===== src/rtl/rnmi_pkg.sv =====
package rnmi_pkg;

    localparam logic [11:0] RNMI_CSR_ADDR = 12'h744;

    // Bit positions that the return path and software decode
    localparam int unsigned POS_EN     = 3;
    localparam int unsigned POS_VIRT   = 7;
    localparam int unsigned POS_ELP    = 9;
    localparam int unsigned POS_PRV_LO = 11;
    localparam int unsigned POS_PRV_HI = 12;
    localparam int unsigned IMG_BITS   = POS_PRV_HI + 1;

    localparam logic [1:0] PRV_USER  = 2'd0;
    localparam logic [1:0] PRV_SUPER = 2'd1;
    localparam logic [1:0] PRV_RSVD  = 2'd2;
    localparam logic [1:0] PRV_MACH  = 2'd3;

    typedef enum logic [1:0] {
        OP_READ  = 2'd0,
        OP_WRITE = 2'd1,
        OP_SET   = 2'd2,
        OP_CLEAR = 2'd3
    } csr_op_e;

    typedef enum logic [1:0] {
        EN_RESET_OFF  = 2'd0,
        EN_ARMED      = 2'd1,
        EN_IN_HANDLER = 2'd2
    } en_state_e;

    // Software-visible bits of the register, in compact form
    typedef struct packed {
        logic [1:0] prv;
        logic       elp;
        logic       virt;
        logic       en;
    } field_img_t;

    // Saved interrupted-context fields
    typedef struct packed {
        logic [1:0] prv;
        logic       elp;
        logic       virt;
    } saved_ctx_t;

    function automatic logic prv_legal(input logic [1:0] p, input logic has_s);
        unique case (p)
            PRV_USER:  prv_legal = 1'b1;
            PRV_SUPER: prv_legal = has_s;
            PRV_MACH:  prv_legal = 1'b1;
            default:   prv_legal = 1'b0;
        endcase
    endfunction

endpackage


===== src/rtl/rnmi_access_check.sv =====
module rnmi_access_check
    import rnmi_pkg::*;
#(
    parameter bit IMPLEMENTED = 1'b1
) (
    input  logic        csr_valid,
    input  logic [11:0] csr_addr,
    input  logic [1:0]  cur_priv,
    output logic        access_ok,
    output logic        access_bad
);

    logic addr_hit;
    logic priv_ok;

    always_comb begin
        addr_hit   = csr_valid && (csr_addr == RNMI_CSR_ADDR);
        priv_ok    = (cur_priv == PRV_MACH);
        access_bad = addr_hit && (!IMPLEMENTED || !priv_ok);
        access_ok  = addr_hit && IMPLEMENTED && priv_ok;
    end

endmodule


===== src/rtl/rnmi_write_merge.sv =====
module rnmi_write_merge
    import rnmi_pkg::*;
#(
    parameter bit HAS_SUPERVISOR  = 1'b1,
    parameter bit HAS_HYPERVISOR  = 1'b1,
    parameter bit HAS_LANDING_PAD = 1'b1
) (
    input  logic       do_write,
    input  logic [1:0] op,
    input  field_img_t cur_img,
    input  field_img_t wr_img,
    output saved_ctx_t ctx_nxt,
    output logic       set_en
);

    field_img_t merged;

    // Read-modify-write image of the five live bits
    always_comb begin
        unique case (csr_op_e'(op))
            OP_WRITE: merged = wr_img;
            OP_SET:   merged = cur_img | wr_img;
            OP_CLEAR: merged = cur_img & ~wr_img;
            default:  merged = cur_img;
        endcase
    end

    // Per-field write rules
    always_comb begin
        ctx_nxt.prv  = prv_legal(merged.prv, HAS_SUPERVISOR) ? merged.prv : cur_img.prv;
        ctx_nxt.virt = HAS_HYPERVISOR  ? merged.virt : 1'b0;
        ctx_nxt.elp  = HAS_LANDING_PAD ? merged.elp  : 1'b0;
        set_en       = do_write && merged.en;
    end

endmodule


===== src/rtl/rnmi_enable_fsm.sv =====
module rnmi_enable_fsm
    import rnmi_pkg::*;
(
    input  logic clk,
    input  logic rst_n,
    input  logic hw_enter,
    input  logic hw_return,
    input  logic sw_set,
    output logic enable
);

    en_state_e state_q;
    en_state_e state_d;

    always_ff @(posedge clk or negedge rst_n) begin
        if (!rst_n) begin
            state_q <= EN_RESET_OFF;
        end else begin
            state_q <= state_d;
        end
    end

    always_comb begin
        state_d = state_q;
        unique case (state_q)
            EN_RESET_OFF: begin
                if (hw_enter)       state_d = EN_IN_HANDLER;
                else if (hw_return) state_d = EN_ARMED;
                else if (sw_set)    state_d = EN_ARMED;
            end
            EN_ARMED: begin
                if (hw_enter)       state_d = EN_IN_HANDLER;
            end
            EN_IN_HANDLER: begin
                if (hw_enter)       state_d = EN_IN_HANDLER;
                else if (hw_return) state_d = EN_ARMED;
                else if (sw_set)    state_d = EN_ARMED;
            end
            default:                state_d = EN_RESET_OFF;
        endcase
    end

    always_comb begin
        enable = (state_q == EN_ARMED);
    end

endmodule


===== src/rtl/rnmi_status_csr.sv =====
module rnmi_status_csr
    import rnmi_pkg::*;
#(
    parameter int unsigned XLEN            = 64,
    parameter bit          IMPLEMENTED     = 1'b1,
    parameter bit          HAS_SUPERVISOR  = 1'b1,
    parameter bit          HAS_HYPERVISOR  = 1'b1,
    parameter bit          HAS_LANDING_PAD = 1'b1
) (
    input  logic            clk,
    input  logic            rst_n,
    input  logic            csr_valid,
    input  logic [11:0]     csr_addr,
    input  logic [1:0]      csr_op,
    input  logic [XLEN-1:0] csr_wdata,
    input  logic [1:0]      cur_priv,
    input  logic            nmi_enter,
    input  logic [1:0]      enter_priv,
    input  logic            enter_virt,
    input  logic            enter_elp,
    input  logic            nmi_return,
    output logic [XLEN-1:0] csr_rdata,
    output logic            csr_illegal,
    output logic            nmi_enable,
    output logic [1:0]      saved_priv,
    output logic            saved_virt,
    output logic            saved_elp
);

    localparam int unsigned HI_BITS = XLEN - IMG_BITS;

    logic       access_ok;
    logic       hw_event;
    logic       sw_write;
    logic       set_en;
    field_img_t cur_img;
    field_img_t wr_img;
    saved_ctx_t ctx_nxt;
    logic [XLEN-1:0] img;
    logic       unused_wdata_bits;

    rnmi_access_check #(
        .IMPLEMENTED (IMPLEMENTED)
    ) acc_i (
        .csr_valid  (csr_valid),
        .csr_addr   (csr_addr),
        .cur_priv   (cur_priv),
        .access_ok  (access_ok),
        .access_bad (csr_illegal)
    );

    always_comb begin
        hw_event = nmi_enter || nmi_return;
        sw_write = access_ok && (csr_op != OP_READ) && !hw_event;
        cur_img  = '{prv: saved_priv, elp: saved_elp, virt: saved_virt, en: nmi_enable};
        wr_img   = '{prv:  csr_wdata[POS_PRV_HI:POS_PRV_LO],
                     elp:  csr_wdata[POS_ELP],
                     virt: csr_wdata[POS_VIRT],
                     en:   csr_wdata[POS_EN]};
    end

    assign unused_wdata_bits = ^{csr_wdata[XLEN-1:IMG_BITS], csr_wdata[10],
                                 csr_wdata[8], csr_wdata[6:4], csr_wdata[2:0]};

    rnmi_write_merge #(
        .HAS_SUPERVISOR  (HAS_SUPERVISOR),
        .HAS_HYPERVISOR  (HAS_HYPERVISOR),
        .HAS_LANDING_PAD (HAS_LANDING_PAD)
    ) mrg_i (
        .do_write (sw_write),
        .op       (csr_op),
        .cur_img  (cur_img),
        .wr_img   (wr_img),
        .ctx_nxt  (ctx_nxt),
        .set_en   (set_en)
    );

    rnmi_enable_fsm fsm_i (
        .clk       (clk),
        .rst_n     (rst_n),
        .hw_enter  (nmi_enter),
        .hw_return (nmi_return),
        .sw_set    (set_en),
        .enable    (nmi_enable)
    );

    // Saved privilege: entry capture first, then software
    always_ff @(posedge clk or negedge rst_n) begin
        if (!rst_n) begin
            saved_priv <= PRV_USER;
        end else if (nmi_enter) begin
            if (prv_legal(enter_priv, HAS_SUPERVISOR)) saved_priv <= enter_priv;
        end else if (sw_write) begin
            saved_priv <= ctx_nxt.prv;
        end
    end

    generate
        if (HAS_HYPERVISOR) begin : g_virt
            always_ff @(posedge clk or negedge rst_n) begin
                if (!rst_n)         saved_virt <= 1'b0;
                else if (nmi_enter) saved_virt <= enter_virt;
                else if (sw_write)  saved_virt <= ctx_nxt.virt;
            end
        end else begin : g_no_virt
            logic unused_virt;
            assign unused_virt = enter_virt ^ ctx_nxt.virt;
            assign saved_virt  = 1'b0;
        end

        if (HAS_LANDING_PAD) begin : g_elp
            always_ff @(posedge clk or negedge rst_n) begin
                if (!rst_n)         saved_elp <= 1'b0;
                else if (nmi_enter) saved_elp <= enter_elp;
                else if (sw_write)  saved_elp <= ctx_nxt.elp;
            end
        end else begin : g_no_elp
            logic unused_elp;
            assign unused_elp = enter_elp ^ ctx_nxt.elp;
            assign saved_elp  = 1'b0;
        end
    endgenerate

    // Read image: pre-update value, zero outside legal accesses
    always_comb begin
        img                         = '0;
        img[POS_PRV_HI:POS_PRV_LO]  = saved_priv;
        img[POS_ELP]                = saved_elp;
        img[POS_VIRT]               = saved_virt;
        img[POS_EN]                 = nmi_enable;
        csr_rdata                   = access_ok ? img : {XLEN{1'b0}};
    end

    if (HI_BITS == 0) begin : g_xlen_chk
        initial $display("rnmi_status_csr: XLEN leaves no reserved upper bits");
    end

endmodule


===== config.mk =====
export PLATFORM = sky130hd
export DESIGN_NAME = rnmi_status_csr
export DESIGN_NICKNAME = d
export VERILOG_FILES = /design/src/rtl/rnmi_pkg.sv /design/src/rtl/rnmi_access_check.sv /design/src/rtl/rnmi_write_merge.sv /design/src/rtl/rnmi_enable_fsm.sv /design/src/rtl/rnmi_status_csr.sv
export SDC_FILE = /design/constraint.sdc
export NUM_CORES = 1
export LEC_CHECK = 0
export BUFFER_PORTS_ARGS = -buffer_cell sky130_fd_sc_hd__buf_4
export CAP_MARGIN = 10
export CELL_PAD_IN_SITES_DETAIL_PLACEMENT = 1
export CELL_PAD_IN_SITES_GLOBAL_PLACEMENT = 2
export CORE_UTILIZATION = 14
export CTS_CLUSTER_DIAMETER = 60
export CTS_CLUSTER_SIZE = 12
export DETAILED_ROUTE_END_ITERATION = 8
export PLACE_DENSITY_LB_ADDON = 0.1
export SLEW_MARGIN = 20
export SYNTH_ARGS = -nofsm -noshare
export SYNTH_HDL_FRONTEND = slang
export SYNTH_SLANG_ARGS = --single-unit

===== constraint.sdc =====
create_clock -name clk -period 3.9 [get_ports clk]
set_input_delay 0.39 -clock clk [delete_from_list [all_inputs] [get_ports clk]]
set_output_delay 0.39 -clock clk [all_outputs]
set_load 0.005 [all_outputs]

==> results_tabular.tex <==
\begin{tabular}{lr}
\hline
Metric & Value \\
\hline
\multicolumn{2}{l}{\textbf{Clock network}} \\
\quad Largest buffer count on any clock path & 2 \\
\quad Clock tree from TritonCTS & built \\
\quad Worst-skew pair later-pin latency & 0.22 ns \\
\quad Register clock-pin slew on the reported worst setup and hold paths & 0.04 ns \\
\quad Gates resized, CTS repair & 0 \\
\quad TritonCTS Buffers & 3 \\
\quad Buffer type at the clock tree root & clkbuf\_8 \\
\quad TritonCTS sink count & 6 \\
\quad Number of levels the H-tree was split into & 1 \\
\multicolumn{2}{l}{\textbf{Placed design}} \\
\quad Post-DP HPWL & 2560 um \\
\quad Routability congestion estimate from global placement & 0.638 \\
\quad Number of instances in the placed design & 264 \\
\quad IO Port Bufs & 40 \\
\multicolumn{2}{l}{\textbf{Critical path}} \\
\quad Type of the setup path with the least slack & in2out \\
\quad Critical path required time & 3.51 ns \\
\quad CP most frequent cell & buf\_4 \\
\quad R2r setup slk & 2.58 ns \\
\quad Slowest Stage Delay on Critical Path & 0.39 ns \\
\quad Depth of the most critical reg-to-reg path & 4 \\
\quad Crit-path max FO & 6 \\
\quad Arrival time at the worst endpoint & 1.48 ns \\
\quad Slowest stage cell, crit path & and4b\_1 \\
\quad CP Launch Type & input port \\
\quad Reg2reg end & fsm\_i.state\_q[1]\$\_DFFE\_PN0P\_ \\
\quad Ordered cell list for the critical path & buf\_4 > nor4b\_4 > and4b\_1 > and2\_1 > buf\_4 \\
\quad Critical Path End Type & primary output \\
\quad R2R Path Start & fsm\_i.state\_q[0]\$\_DFFE\_PN0P\_ \\
\multicolumn{2}{l}{\textbf{Power}} \\
\quad Share of total power in the clock network & 35.2\% \\
\quad Switching Power & 0.0000840 W \\
\quad IR Drop Worst-Case VDD & 0.0681 mV \\
\quad Total power of the final layout & 0.000268 W \\
\quad Combinational power share & 35.2\% \\
\quad Portion of total power attributed to sequential cells & 29.6\% \\
\quad Switching portion of total power & 31.3\% \\
\quad PD cells & 200 nW/um\^{}2 \\
\quad Static power due to leakage & 0.688 nW \\
\quad Internal power & 0.000184 W \\
\multicolumn{2}{l}{\textbf{Global route}} \\
\quad Number of antenna violations at the first check in global routing & 0 \\
\quad First-pass GRT wire length & 4460 um \\
\quad Largest net degree at the start of global routing & 16 \\
\quad Vias in the first global route & 842 \\
\quad Global-route total usage across every layer & 6.91\% \\
\quad Overall overflow remaining after global route & 0 \\
\multicolumn{2}{l}{\textbf{Yosys}} \\
\quad Count of state elements after synthesis & 6 \\
\quad Most instantiated flip-flop cell in the synthesis netlist & dfrtp\_1 \\
\quad Area of the mapped netlist & 1090 um\^{}2 \\
\quad Instance count of the mapped netlist & 127 \\
\quad Cell types occupying the most area after synthesis & buf\_4 (41\%), dfrtp\_1 (14\%), ha\_1 (4.6\%) \\
\quad Combinational family with the most area after synthesis & buffers and inverters \\
\quad Fraction of the mapped netlist area in adder cells & 4.58\% \\
\quad Cell type contributing the most total cell area after synthesis & buf\_4 \\
\quad Post-synthesis sequential area ratio & 13.7\% \\
\quad Proportion of synthesized flip-flops having asynchronous set or reset & 100\% \\
\quad Share of cell area taken by muxes after synthesis & 4.12\% \\
\quad Synthesized area per cell & 8.61 um\^{}2 \\
\quad Leading cell type by number of instances after synthesis & buf\_4 \\
\quad Most frequent cells after synthesis & buf\_4 (59), dfrtp\_1 (6), and2\_1 (5) \\
\quad Count of warnings emitted by yosys & 0 \\
\quad Area share of xor/xnor cells in the synthesized design & 0\% \\
\quad Share of synthesized cell area in and, or, nand and nor gates & 20.5\% \\
\quad Compound-cell area share of the yosys netlist & 14.9\% \\
\quad Fraction of post-synthesis cell area in the top cell type by area & 40.5\% \\
\quad Post-synth EDFFs & 0 \\
\quad Distinct cells, synth & 37 \\
\multicolumn{2}{l}{\textbf{Hold path}} \\
\quad Worst hold path class & in2reg \\
\quad Number of instances on the worst hold path & 3 \\
\quad Worst min-delay path startpoint & enter\_elp \\
\quad Hold Path Sink & saved\_elp\$\_DFFE\_PN0P\_ \\
\multicolumn{2}{l}{\textbf{Detailed routing}} \\
\quad Total wirelength of the detailed-routed design & 2870 um \\
\quad Antenna viol nets, final & 0 \\
\quad DR vias/cell & 3.35 \\
\quad Avg WL per Cell & 10.7 um \\
\quad Number of search-and-repair iterations in the first detailed-routing pass & 2 \\
\quad Number of DRC violations after detailed routing & 0 \\
\quad 1st-iter DRT viols & 20 \\
\quad Vias after detailed routing & 898 \\
\multicolumn{2}{l}{\textbf{Floorplanning}} \\
\quad Site row count & 31 \\
\quad Die Height & 90.4 um \\
\quad Top-level port count & 159 \\
\quad Die outline area & 8170 um\^{}2 \\
\quad Initial cell density of the core & 14.8\% \\
\quad Die width & 90.4 um \\
\quad Placeable core area & 7410 um\^{}2 \\
\multicolumn{2}{l}{\textbf{STA}} \\
\quad Unrepaired setup endpoints after global routing & false \\
\quad Timing-limited maximum frequency & 0.534 GHz \\
\quad Fraction of the cycle the final worst path needs & 48.1\% \\
\quad Post-Route Hold Slack & 0.410 ns \\
\quad Clk\_skew & 0.0000552 ns \\
\quad Final number of hold-violating endpoints & 0 \\
\quad Max Transition Viols Final & 0 \\
\quad Endpoints failing setup & 0 \\
\quad Total negative slack for setup checks & 0 ns \\
\quad Tmin final & 1.87 ns \\
\multicolumn{2}{l}{\textbf{Finish}} \\
\quad Nets & 264 \\
\quad Fraction of final layout cells with drive strength greater than 1 & 31.4\% \\
\quad Antenna cells & 0 \\
\quad Layout Cells excl Fill & 268 \\
\quad Synthesis-to-layout area growth & 22.5\% \\
\multicolumn{2}{l}{\textbf{Run}} \\
\quad Max cap viols & 0 \\
\multicolumn{2}{l}{\textbf{Outcome}} \\
\quad Result of the run & complete, no violations \\
\hline
\end{tabular}
## layout by cell type, fill, tap and decap left out, types with 2 or more instances in the layout
cell and count:
inv_1 3, dfrtp_1 6, and4b_1 2, nor2_1 3, o221ai_1 2, nor4_1 2, a211oi_1 2, nand2_1 3
mux2_2 4, o211ai_1 3, o311ai_0 2, and2_1 5, ha_1 4, nand2b_1 2, conb_1 59, clkbuf_8 3
a22o_1 2, buf_4 40, nor2b_1 3
## logic make-up after synthesis
logic type,Yosys count
adder cells (fa/ha/maj),4
multiplexers,4
buffers and inverters,63
AND/OR/NAND/NOR,30
flip-flops,6
AO/OA/AOI/OAI,19
other,1
## layer usage
| metal | track usage, % | vias to the layer above | wire (um) |
|---|---|---|---|
| met3 | 1.94 | 4 | 222 |
| li1 | - | 418 | - |
| met4 | 2.42 | 0 | 36 |
| met1 | 8.17 | 420 | 1130 |
| met5 | 0 | - | 0 |
| met2 | 11.9 | 56 | 1480 |
## flip-flops by register name, indices dropped and copies added, names as in the netlist
signal         flops
fsm_i.state_q      2
saved_elp          1
saved_priv         2
saved_virt         1
## repair_timing
item	CTS	global route
buffers inserted	0	0
hold buffers	1	0
hold endpoints to repair	6	0
## cell type report
type                    instances  area [um^2]
fillers                       902         6070
multi-input cells             116          703
well taps                      99          124
clock buffers                   3         41.3
flip-flops and latches          6          150
inverters                       3         11.3
repair buffers                 41          310
## critical path, delay by kind of cell
family,cells,cell delay [ns]
buffers and inverters,2,0.23
and+or+nand+nor,3,0.87
## through the flow
| stage | cell area, um^2 | util, % | worst slack (ns) |
|---|---|---|---|
| 5_1_grt | 1340 | 18.1 | 1.94 |
| 3_5_place_dp | 1290 | 17.4 | 1.91 |
| 4_1_cts | 1340 | 18.1 | 2.00 |
| 6_report | 1340 | 18.1 | 2.03 |
| 3_3_place_gp | 1290 | 17.4 | 1.92 |
| 2_1_floorplan | 1310 | - | 2.17 |
## how the worst max path moves through the flow
stage | startpoint | endpoint | slack, ns | depth (start not counted)
after floorplan | csr_op[0] | saved_priv[0]$_DFFE_PN0P_ | 2.17 | 5
after global placement | csr_op[0] | saved_priv[0]$_DFFE_PN0P_ | 1.92 | 6
after detailed placement | csr_op[0] | saved_priv[0]$_DFFE_PN0P_ | 1.91 | 6
after CTS | csr_addr[1] | csr_rdata[12] | 2.00 | 5
after global routing | csr_addr[1] | csr_rdata[11] | 1.94 | 5
final | csr_addr[1] | csr_rdata[12] | 2.03 | 5
## power groups by stage
stage | Clock [W] | Sequential [W] | Combinational (W)
final | 0.0000944 | 0.0000796 | 0.0000945
after CTS | 0.0000972 | 0.0000802 | 0.0000950
after global routing | 0.000105 | 0.0000810 | 0.000105
after global placement | 0 | 0.0000807 | 0.0000923
after detailed placement | 0 | 0.0000810 | 0.0000939
after floorplan | 0 | 0.0000769 | 0.0000910
No activity file was read; power rests on OpenSTA's default activity.
